File: config.mk
export PLATFORM = sky130hd
export DESIGN_NAME = bcd_accum_alu
export DESIGN_NICKNAME = d
export VERILOG_FILES = /design/src/rtl/acc_alu_pkg.sv /design/src/rtl/alu_digit_slice.sv /design/src/rtl/alu_flag_gen.sv /design/src/rtl/bcd_accum_alu.sv
export SDC_FILE = /design/constraint.sdc
export NUM_CORES = 1
export LEC_CHECK = 0
export BUFFER_PORTS_ARGS = -buffer_cell sky130_fd_sc_hd__buf_2
export CORE_MARGIN = 10
export CORE_UTILIZATION = 45
export DETAILED_ROUTE_END_ITERATION = 8
export GPL_TIMING_DRIVEN = 0
export PLACE_DENSITY_LB_ADDON = 0.12
export SYNTH_ARGS = -nofsm -noshare
export SYNTH_HDL_FRONTEND = slang
export SYNTH_HIERARCHICAL = 1
export SYNTH_SLANG_ARGS = --single-unit
File: constraint.sdc
create_clock -name clk -period 12.7 [get_ports clk]
set_clock_uncertainty 0.2 [all_clocks]
set_input_delay 1.27 -clock clk [delete_from_list [all_inputs] [get_ports clk]]
set_output_delay 1.27 -clock clk [all_outputs]
set_load 0.01 [all_outputs]
File: src/rtl/acc_alu_pkg.sv
package acc_alu_pkg;
    parameter int unsigned ACC_W  = 16;
    parameter int unsigned HALF_W = ACC_W / 2;
    parameter int unsigned DIG_W  = 4;

    typedef struct packed {
        logic [ACC_W-1:0] res;
        logic             n;
        logic             v;
        logic             z;
        logic             c;
        logic             valid;
    } alu_state_t;
endpackage

File: src/rtl/alu_digit_slice.sv
module alu_digit_slice
    import acc_alu_pkg::*;
(
    input  logic             dec,
    input  logic             sub,
    input  logic [DIG_W-1:0] a_dig,
    input  logic [DIG_W-1:0] b_dig,
    input  logic             c_in,
    output logic [DIG_W-1:0] dig_o,
    output logic             c_out,
    output logic             raw_msb
);
    localparam logic [DIG_W:0]   DEC_LIMIT = (DIG_W+1)'(10);
    localparam logic [DIG_W+1:0] DEC_ADJ   = (DIG_W+2)'(6);

    logic [DIG_W:0]   psum;
    logic [DIG_W+1:0] adj;

    always_comb begin
        psum    = {1'b0, a_dig} + {1'b0, b_dig} + {{DIG_W{1'b0}}, c_in};
        raw_msb = psum[DIG_W-1];
        adj     = {1'b0, psum} + DEC_ADJ;
        dig_o   = psum[DIG_W-1:0];
        c_out   = psum[DIG_W];
        if (dec) begin
            if (!sub) begin
                // add: correct any digit sum above nine
                if (psum >= DEC_LIMIT) begin
                    dig_o = adj[DIG_W-1:0];
                    c_out = |adj[DIG_W+1:DIG_W];
                end
            end else if (!psum[DIG_W]) begin
                // subtract: a digit without carry borrows, pull back by six
                dig_o = psum[DIG_W-1:0] - DIG_W'(6);
                c_out = 1'b0;
            end
        end
    end
endmodule

File: src/rtl/alu_flag_gen.sv
module alu_flag_gen
    import acc_alu_pkg::*;
#(
    parameter int NDIG   = ACC_W / DIG_W,
    parameter int NDIG_N = HALF_W / DIG_W
) (
    input  logic             wide,
    input  logic [ACC_W-1:0] acc_in,
    input  logic [ACC_W-1:0] b_eff,
    input  logic [ACC_W-1:0] digs,
    input  logic [NDIG-1:0]  raw_msb,
    input  logic [NDIG-1:0]  carries,
    output logic [ACC_W-1:0] res_o,
    output logic             n_o,
    output logic             v_o,
    output logic             z_o,
    output logic             c_o
);
    localparam int DI_W = $clog2(NDIG);
    localparam int SI_W = $clog2(ACC_W);

    logic [DI_W-1:0] top_dig;
    logic [SI_W-1:0] sgn;
    logic            a_s, b_s, r_s;

    always_comb begin
        top_dig = wide ? DI_W'(NDIG - 1) : DI_W'(NDIG_N - 1);
        sgn     = wide ? SI_W'(ACC_W - 1) : SI_W'(HALF_W - 1);
        a_s     = acc_in[sgn];
        b_s     = b_eff[sgn];
        r_s     = raw_msb[top_dig];
        v_o     = ~(a_s ^ b_s) & (a_s ^ r_s);
        c_o     = carries[top_dig];
        res_o   = wide ? digs : {acc_in[ACC_W-1:HALF_W], digs[HALF_W-1:0]};
        n_o     = res_o[sgn];
        z_o     = wide ? (digs == '0) : (digs[HALF_W-1:0] == '0);
    end
endmodule

File: src/rtl/bcd_accum_alu.sv
module bcd_accum_alu
    import acc_alu_pkg::*;
(
    input  logic             clk,
    input  logic             rst,
    input  logic             start,
    input  logic             op_sub,
    input  logic             wide,
    input  logic             dec,
    input  logic             carry_in,
    input  logic [ACC_W-1:0] acc_in,
    input  logic [ACC_W-1:0] opnd_in,
    output logic [ACC_W-1:0] result_o,
    output logic             flag_n,
    output logic             flag_v,
    output logic             flag_z,
    output logic             flag_c,
    output logic             valid_o
);
    localparam int NDIG   = ACC_W / DIG_W;
    localparam int NDIG_N = HALF_W / DIG_W;

    logic [ACC_W-1:0] b_eff;
    logic [ACC_W-1:0] digs;
    logic [NDIG:0]    cy;
    logic [NDIG-1:0]  raw_msb;
    logic [ACC_W-1:0] f_res;
    logic             f_n, f_v, f_z, f_c;
    alu_state_t       st_d, st_q;

    assign b_eff = op_sub ? ~opnd_in : opnd_in;
    assign cy[0] = carry_in;

    for (genvar g = 0; g < NDIG; g++) begin : g_dig
        alu_digit_slice u_slice (
            .dec     (dec),
            .sub     (op_sub),
            .a_dig   (acc_in[g*DIG_W +: DIG_W]),
            .b_dig   (b_eff[g*DIG_W +: DIG_W]),
            .c_in    (cy[g]),
            .dig_o   (digs[g*DIG_W +: DIG_W]),
            .c_out   (cy[g+1]),
            .raw_msb (raw_msb[g])
        );
    end

    alu_flag_gen #(.NDIG(NDIG), .NDIG_N(NDIG_N)) u_flags (
        .wide    (wide),
        .acc_in  (acc_in),
        .b_eff   (b_eff),
        .digs    (digs),
        .raw_msb (raw_msb),
        .carries (cy[NDIG:1]),
        .res_o   (f_res),
        .n_o     (f_n),
        .v_o     (f_v),
        .z_o     (f_z),
        .c_o     (f_c)
    );

    always_comb begin
        st_d       = st_q;
        st_d.valid = 1'b0;
        if (start) begin
            st_d.res   = f_res;
            st_d.n     = f_n;
            st_d.v     = f_v;
            st_d.z     = f_z;
            st_d.c     = f_c;
            st_d.valid = 1'b1;
        end
    end

    always_ff @(posedge clk) begin
        if (rst) st_q <= '0;
        else     st_q <= st_d;
    end

    assign result_o = st_q.res;
    assign flag_n   = st_q.n;
    assign flag_v   = st_q.v;
    assign flag_z   = st_q.z;
    assign flag_c   = st_q.c;
    assign valid_o  = st_q.valid;
endmodule

# --- After elaboration in Yosys (flattened, before gate mapping) ---
# Cells that the tools add are included.
totals:
  out_inout_bits: 21
  regBits: 21
  wordCells: 87
  inputBits: 39
op_classes:
  n_addsub: 16
  order_cmp: 6
  bitwise_logic: 5
  n_mux: 48
  reduce_logical: 6
op_table:
  columns: ["cell", "count"]
  rows:
  - ["4-bit 2-to-1 mux", 17]
  - ["16-bit 2-to-1 mux", 2]
  - ["5-bit by 3-bit adder with 6-bit output (second input constant)", 4]
  - ["1-bit 2-to-1 mux", 23]
  - ["4-bit by 4-bit adder with 5-bit output", 4]
  - ["5-bit by 1-bit adder with 5-bit output", 4]
  - ["5-bit by 4-bit >= comparator with 1-bit output (second input constant)", 4]
  - ["16-bit logical NOT", 1]
  - ["16-bit NOT", 1]
  - ["4-bit by 3-bit subtractor with 4-bit output (second input constant)", 4]
  - ["1-bit binary-select mux with 4-bit select", 3]
  - ["8-bit logical NOT", 1]
  - ["2-bit OR reduction", 4]
  - ["4-bit by 5-bit < comparator with 1-bit output (second input constant)", 1]
  - ["1-bit binary-select mux with 2-bit select", 2]
  - ["2-bit by 3-bit < comparator with 1-bit output (second input constant)", 1]
  - ["2-bit 2-to-1 mux", 1]
  - ["1-bit XOR", 2]
  - ["1-bit bitwise AND", 1]
  - ["1-bit NOT", 1]

# --- Depth between registers and ports, before layout ---
logic_depth:
  ltp_word: 29
  ltp_mapped: 38
  ltp_nobuf: 37

# --- Modules after synthesis ---
# Netlist, hierarchy kept.
by_module_without_submodules:
  columns: ["module", "cells_per_inst", "area_each_um2", "n_inst"]
  rows:
  - ["alu_digit_slice at g_dig[1].u_slice ...", 51, 410.4, 3]
  - ["bcd_accum_alu", 85, 928.4, 1]
  - ["alu_digit_slice at g_dig[0].u_slice", 51, 430.4, 1]
  - ["alu_flag_gen", 36, 281.5, 1]

# --- Least setup slack after synthesis ---
# No wires, ideal clock.
synth_timing:
  path_kind: "input-to-reg"
  startpoint: "in op_sub"
  endpoint: "reg st_q, in the netlist flag_z"
  path_slack_ns: 3.335
  required_time_ns: 12.372
  stages: 36
  arrival_ns: 9.037
  path_cell_list: "buf_4 -> xor2_1 -> inv_1 -> fa_1 -> fa_1 -> xor2_2 -> inv_2 -> o31a_1 -> mux2i_1 -> inv_1 -> fa_1 -> fa_1 -> xor2_2 -> a2111oi_2 -> mux2i_1 -> inv_1 -> fa_1 -> fa_1 -> xor2_2 -> a2111oi_2 -> mux2i_1 -> inv_1 -> fa_1 -> fa_1 -> xor2_2 -> inv_1 -> ha_1 -> or3_1 -> o22ai_1 -> a21oi_1 -> o211ai_1 -> nor4_1 -> nand2_1 -> a21oi_1 -> mux2i_1 -> nor2_1"
synth_between:
  elab_chain_cells: 27
  word_cells_on_any_way: 55
synth_lines:
  columns: ["element", "line", "source"]
  rows:
  - ["start: declaration", "bcd_accum_alu.sv:7", "input logic op_sub,"]
  - ["16-bit 2-to-1 mux (*)", "bcd_accum_alu.sv:31", "assign b_eff = op_sub ? ~opnd_in : opnd_in;"]
  - ["via b_eff[0]", "bcd_accum_alu.sv:23", "logic [ACC_W-1:0] b_eff;"]
  - ["4-bit by 4-bit adder with 5-bit output (*)", "alu_digit_slice.sv:20", "psum = {1'b0, a_dig} + {1'b0, b_dig} + {{DIG_W{1'b0}}, c_in};"]
  - ["5-bit by 1-bit adder with 5-bit output (*)", "alu_digit_slice.sv:20", null]
  - ["5-bit by 3-bit adder with 6-bit output", "alu_digit_slice.sv:22", "adj = {1'b0, psum} + DEC_ADJ;"]
  - ["2-bit OR reduction", "alu_digit_slice.sv:30", "c_out = |adj[DIG_W+1:DIG_W];"]
  - ["1-bit 2-to-1 mux", "alu_digit_slice.sv:28", "if (psum >= DEC_LIMIT) begin"]
  - ["1-bit 2-to-1 mux", "alu_digit_slice.sv:26", "if (!sub) begin"]
  - ["[... 1 more ...]", null, null]
  - ["via cy[1]", "bcd_accum_alu.sv:25", "logic [NDIG:0] cy;"]
  - ["[... 6 more ...]", null, null]
  - ["via cy[2]", "bcd_accum_alu.sv:25", null]
  - ["[... 6 more ...]", null, null]
  - ["via cy[3]", "bcd_accum_alu.sv:25", null]
  - ["[... 1 more ...]", null, null]
  - ["5-bit by 3-bit adder with 6-bit output (tied with other cells)", "alu_digit_slice.sv:22", null]
  - ["4-bit 2-to-1 mux, on equally long branches", "alu_digit_slice.sv:28, alu_digit_slice.sv:32", null]
  - ["4-bit 2-to-1 mux", "alu_digit_slice.sv:26", null]
  - ["4-bit 2-to-1 mux (*)", "alu_digit_slice.sv:25", "if (dec) begin"]
  - ["via digs[14]", "bcd_accum_alu.sv:24", "logic [ACC_W-1:0] digs;"]
  - ["16-bit logical NOT (*)", "alu_flag_gen.sv:36", "z_o = wide ? (digs == '0) : (digs[HALF_W-1:0] == '0);"]
  - ["1-bit 2-to-1 mux (*)", "alu_flag_gen.sv:36", null]
  - ["via f_z", "bcd_accum_alu.sv:28", "logic f_n, f_v, f_z, f_c;"]
  - ["end signal: assignment", "bcd_accum_alu.sv:76", "else st_q <= st_d;"]
  - ["end: declaration", "bcd_accum_alu.sv:29", "alu_state_t st_d, st_q;"]
# The timed path passes the listed nets; every way through them passes the cells marked *.
# A chain may end at the register's enable or synchronous reset.

# --- Worst setup path in the final report ---
# Same ends and word-level chain as after synthesis.

==> run_results.csv <==
group,metric,value,unit
synth,synthCells,323,
sta,post-route-min-period,10.53,ns
worst_setup_path,worst-path-max-fanout,29,
cells_and_area,n_fill_cell,606,
clock_network,h-tree-depth,1,
clock_network,cts_setup_buffers,0,
place,port_buffers,58,
cells_and_area,multiInputGateArea,0.00214,mm^2
drt,drt_wl_total,6.71,mm
global_route,first_global_vias,2453,
place,place_congestion,0.857,
power_and_ir_drop,power-per-cell-area,122,mW/mm^2
global_route,grt-ovfl-total,0,
drt,vias,2415,
synth,yosys_warnings,6,
power_and_ir_drop,power_switching,175,uW
sta,hold_viol,0,
global_route,grt_start_max_net_pins,30,
worst_setup_path,worst-setup-path-type,"in -> reg",
floorplan,die_w,99.8,um
sta,period_share,0.829,
clock_network,cts-buffers-inserted,3,
worst_setup_path,crit_path_frequent_cell,"fa_1",
worst_setup_path,arrival,10.46,ns
power_and_ir_drop,p_seq_frac,0.198,
clock_network,cts.clk_slew.worst_paths,0.07,ns
cells_and_area,layout-drive-gt1-share,0.304,
floorplan,dieArea,0.00996,mm^2
worst_setup_path,worst_setup_path_end_kind,"flop",
worst_setup_path,start_kind,"input port",
drt,first_iter_violations,79,
clock_network,cts.path.max_buffers,2,
synth,synth_nets,390,
drt,ant_nets,0,
cells_and_area,design_area,0.00330,mm^2
worst_setup_path,cpPeakStageDelay,0.47,ns
worst_setup_path,cp_slowest_cell,"buf_2",
drt,avgRoutedWirePerCell,14.5,um
place,hpwl,5.70,mm
sta,finalSetupViolations,0,
place,placed_cells,458,
cells_and_area,area_growth,15.1,%
power_and_ir_drop,intPower,228,uW
global_route,grt_pass1_wl,11.3,mm
power_and_ir_drop,peakVddDrop,89.8,uV
clock_network,cts_tree,"built",
clock_network,cts_sinks,21,
outcome,status,"completed",
worst_setup_path,required,12.63,ns
global_route,antenna_found_initial,0,
synth,synth_area_per_cell,8.87,um^2
drt,vias_per_cell,5.23,
cells_and_area,diodes,0,
floorplan,start_util,0.456,
power_and_ir_drop,switching_share,0.435,
power_and_ir_drop,power_frac_clock,0.104,
sta,max_freq,95.0,MHz
power_and_ir_drop,power_frac_comb,0.698,
cells_and_area,final_core_util,0.525,
floorplan,die_y,99.8,um
clock_network,ctsHoldBuffers,0,
global_route,grt_usage,0.132,
floorplan,core_area,0.00628,mm^2
drt,drc,0,
worst_hold_path,hold_class,"reg -> reg",
run,cap_violations,0,
drt,firstDrtPassIters,5,
sta,drv_slew,0,
sta,tightest_slew,0.601,ns
clock_network,clk_latency,0.25,ns
clock_network,root_buffer,"clkbuf_8",
floorplan,boundaryPins,60,
synth,synthesis.area,0.00286,mm^2
sta,rsz0062_at_grt,"no",
sta,slew_headroom,0.600,
cells_and_area,layout.nets,453,
cells_and_area,finalNonFillerCells,462,
sta,tns,0,ns
cells_and_area,ff_latch_area,420,um^2
place,dpl_cell_area,0.00325,mm^2
power_and_ir_drop,leakagePower,0.00166,uW
floorplan,rows,29,
clock_network,cts_resized,0,
==> state kept, by name (all words and copies together) (netlist names) <==
| register | cells |
|---|---|
| flag_z | 1 |
| result_o | 16 |
| flag_c | 1 |
| flag_v | 1 |
| valid_o | 1 |
| flag_n | 1 |
==> critical path: cells and delay by family <==
family,cells,cell delay (ns)
buffers and inverters,8,1.31
AOI/OAI and AO/OA,7,1.58
xor gates and xnor gates,5,1.16
and+or+nand+nor,4,0.61
adders and majority gates,9,3.68
muxes,4,0.83
==> per-stage QoR <==
stage / total power, uW / setup WS [ns] / hold slack [ns]
global placement: 359 / 1.89 / 0.266
detailed placement: 363 / 1.81 / 0.279
global route: 443 / 1.57 / 0.311
finish: 403 / 2.17 / 0.293
CTS: 407 / 2.07 / 0.301
floorplan: 301 / 3.34 / 0.331
==> path summary, 6_finish.rpt <==
path | to | start | slack, ns | cells past startpoint
setup / recovery | flag_z | op_sub | 2.17 | 37
hold / removal | result_o[1] | result_o[1] | 0.29 | 2
setup reg to reg | result_o[12] | result_o[12] | 11.87 | 2
hold reg to reg | result_o[1] | result_o[1] | 0.29 | 2
==> cell usage in the layout, fill, tap and decap left out, types with 3 or more instances in the layout <==
cell type / count
fa_1: 8
buf_12: 3
clkbuf_8: 3
or2b_2: 3
a2111oi_2: 6
o211ai_1: 4
nand3_1: 8
xor2_2: 4
o21ai_1: 8
and3b_4: 4
inv_1: 39
ha_1: 20
o221ai_1: 4
a21oi_1: 12
o22ai_1: 4
or3_4: 4
xnor2_1: 4
buf_4: 9
mux2_4: 4
nand2_1: 11
mux2i_1: 32
nand2b_1: 5
dfxtp_1: 21
a21o_2: 3
o211a_1: 4
nor3_1: 4
nor4_1: 4
mux2_2: 4
buf_2: 58
nor2_1: 34
clkbuf_1: 3
o31a_1: 4
o21ai_4: 3
xor2_1: 16
or3_1: 4
a21o_1: 9
==> power by group through the flow <==
stage          registers [uW]  clock network [uW]  logic [uW]
6_report                 79.7                41.8         281
5_1_grt                  81.0                45.5         316
4_1_cts                  79.9                43.7         283
3_5_place_dp             81.3                   0         282
3_3_place_gp             81.2                   0         278
2_1_floorplan            85.7                   0         215
==> metal layers <==
| metal | routed length, um | global-route usage | up-vias |
|---|---|---|---|
| met3 | 418 | 0.0288 | 6 |
| met2 | 2950 | 0.206 | 70 |
| li1 | - | - | 1252 |
| met1 | 3290 | 0.181 | 1087 |
| met4 | 48 | 0.0309 | 0 |
| met5 | 0 | 0 | - |
==> final cells by class <==
cell class	count	share of cell area
plain buffers	16	0.0478
inverters	40	0.0456
well taps	77	0.0292
multi-input cells	246	0.648
repair buffers	58	0.0881
flip-flops and latches	21	0.128
clock buffers	4	0.0137
Note: power is estimated with default switching activity, not from simulation.
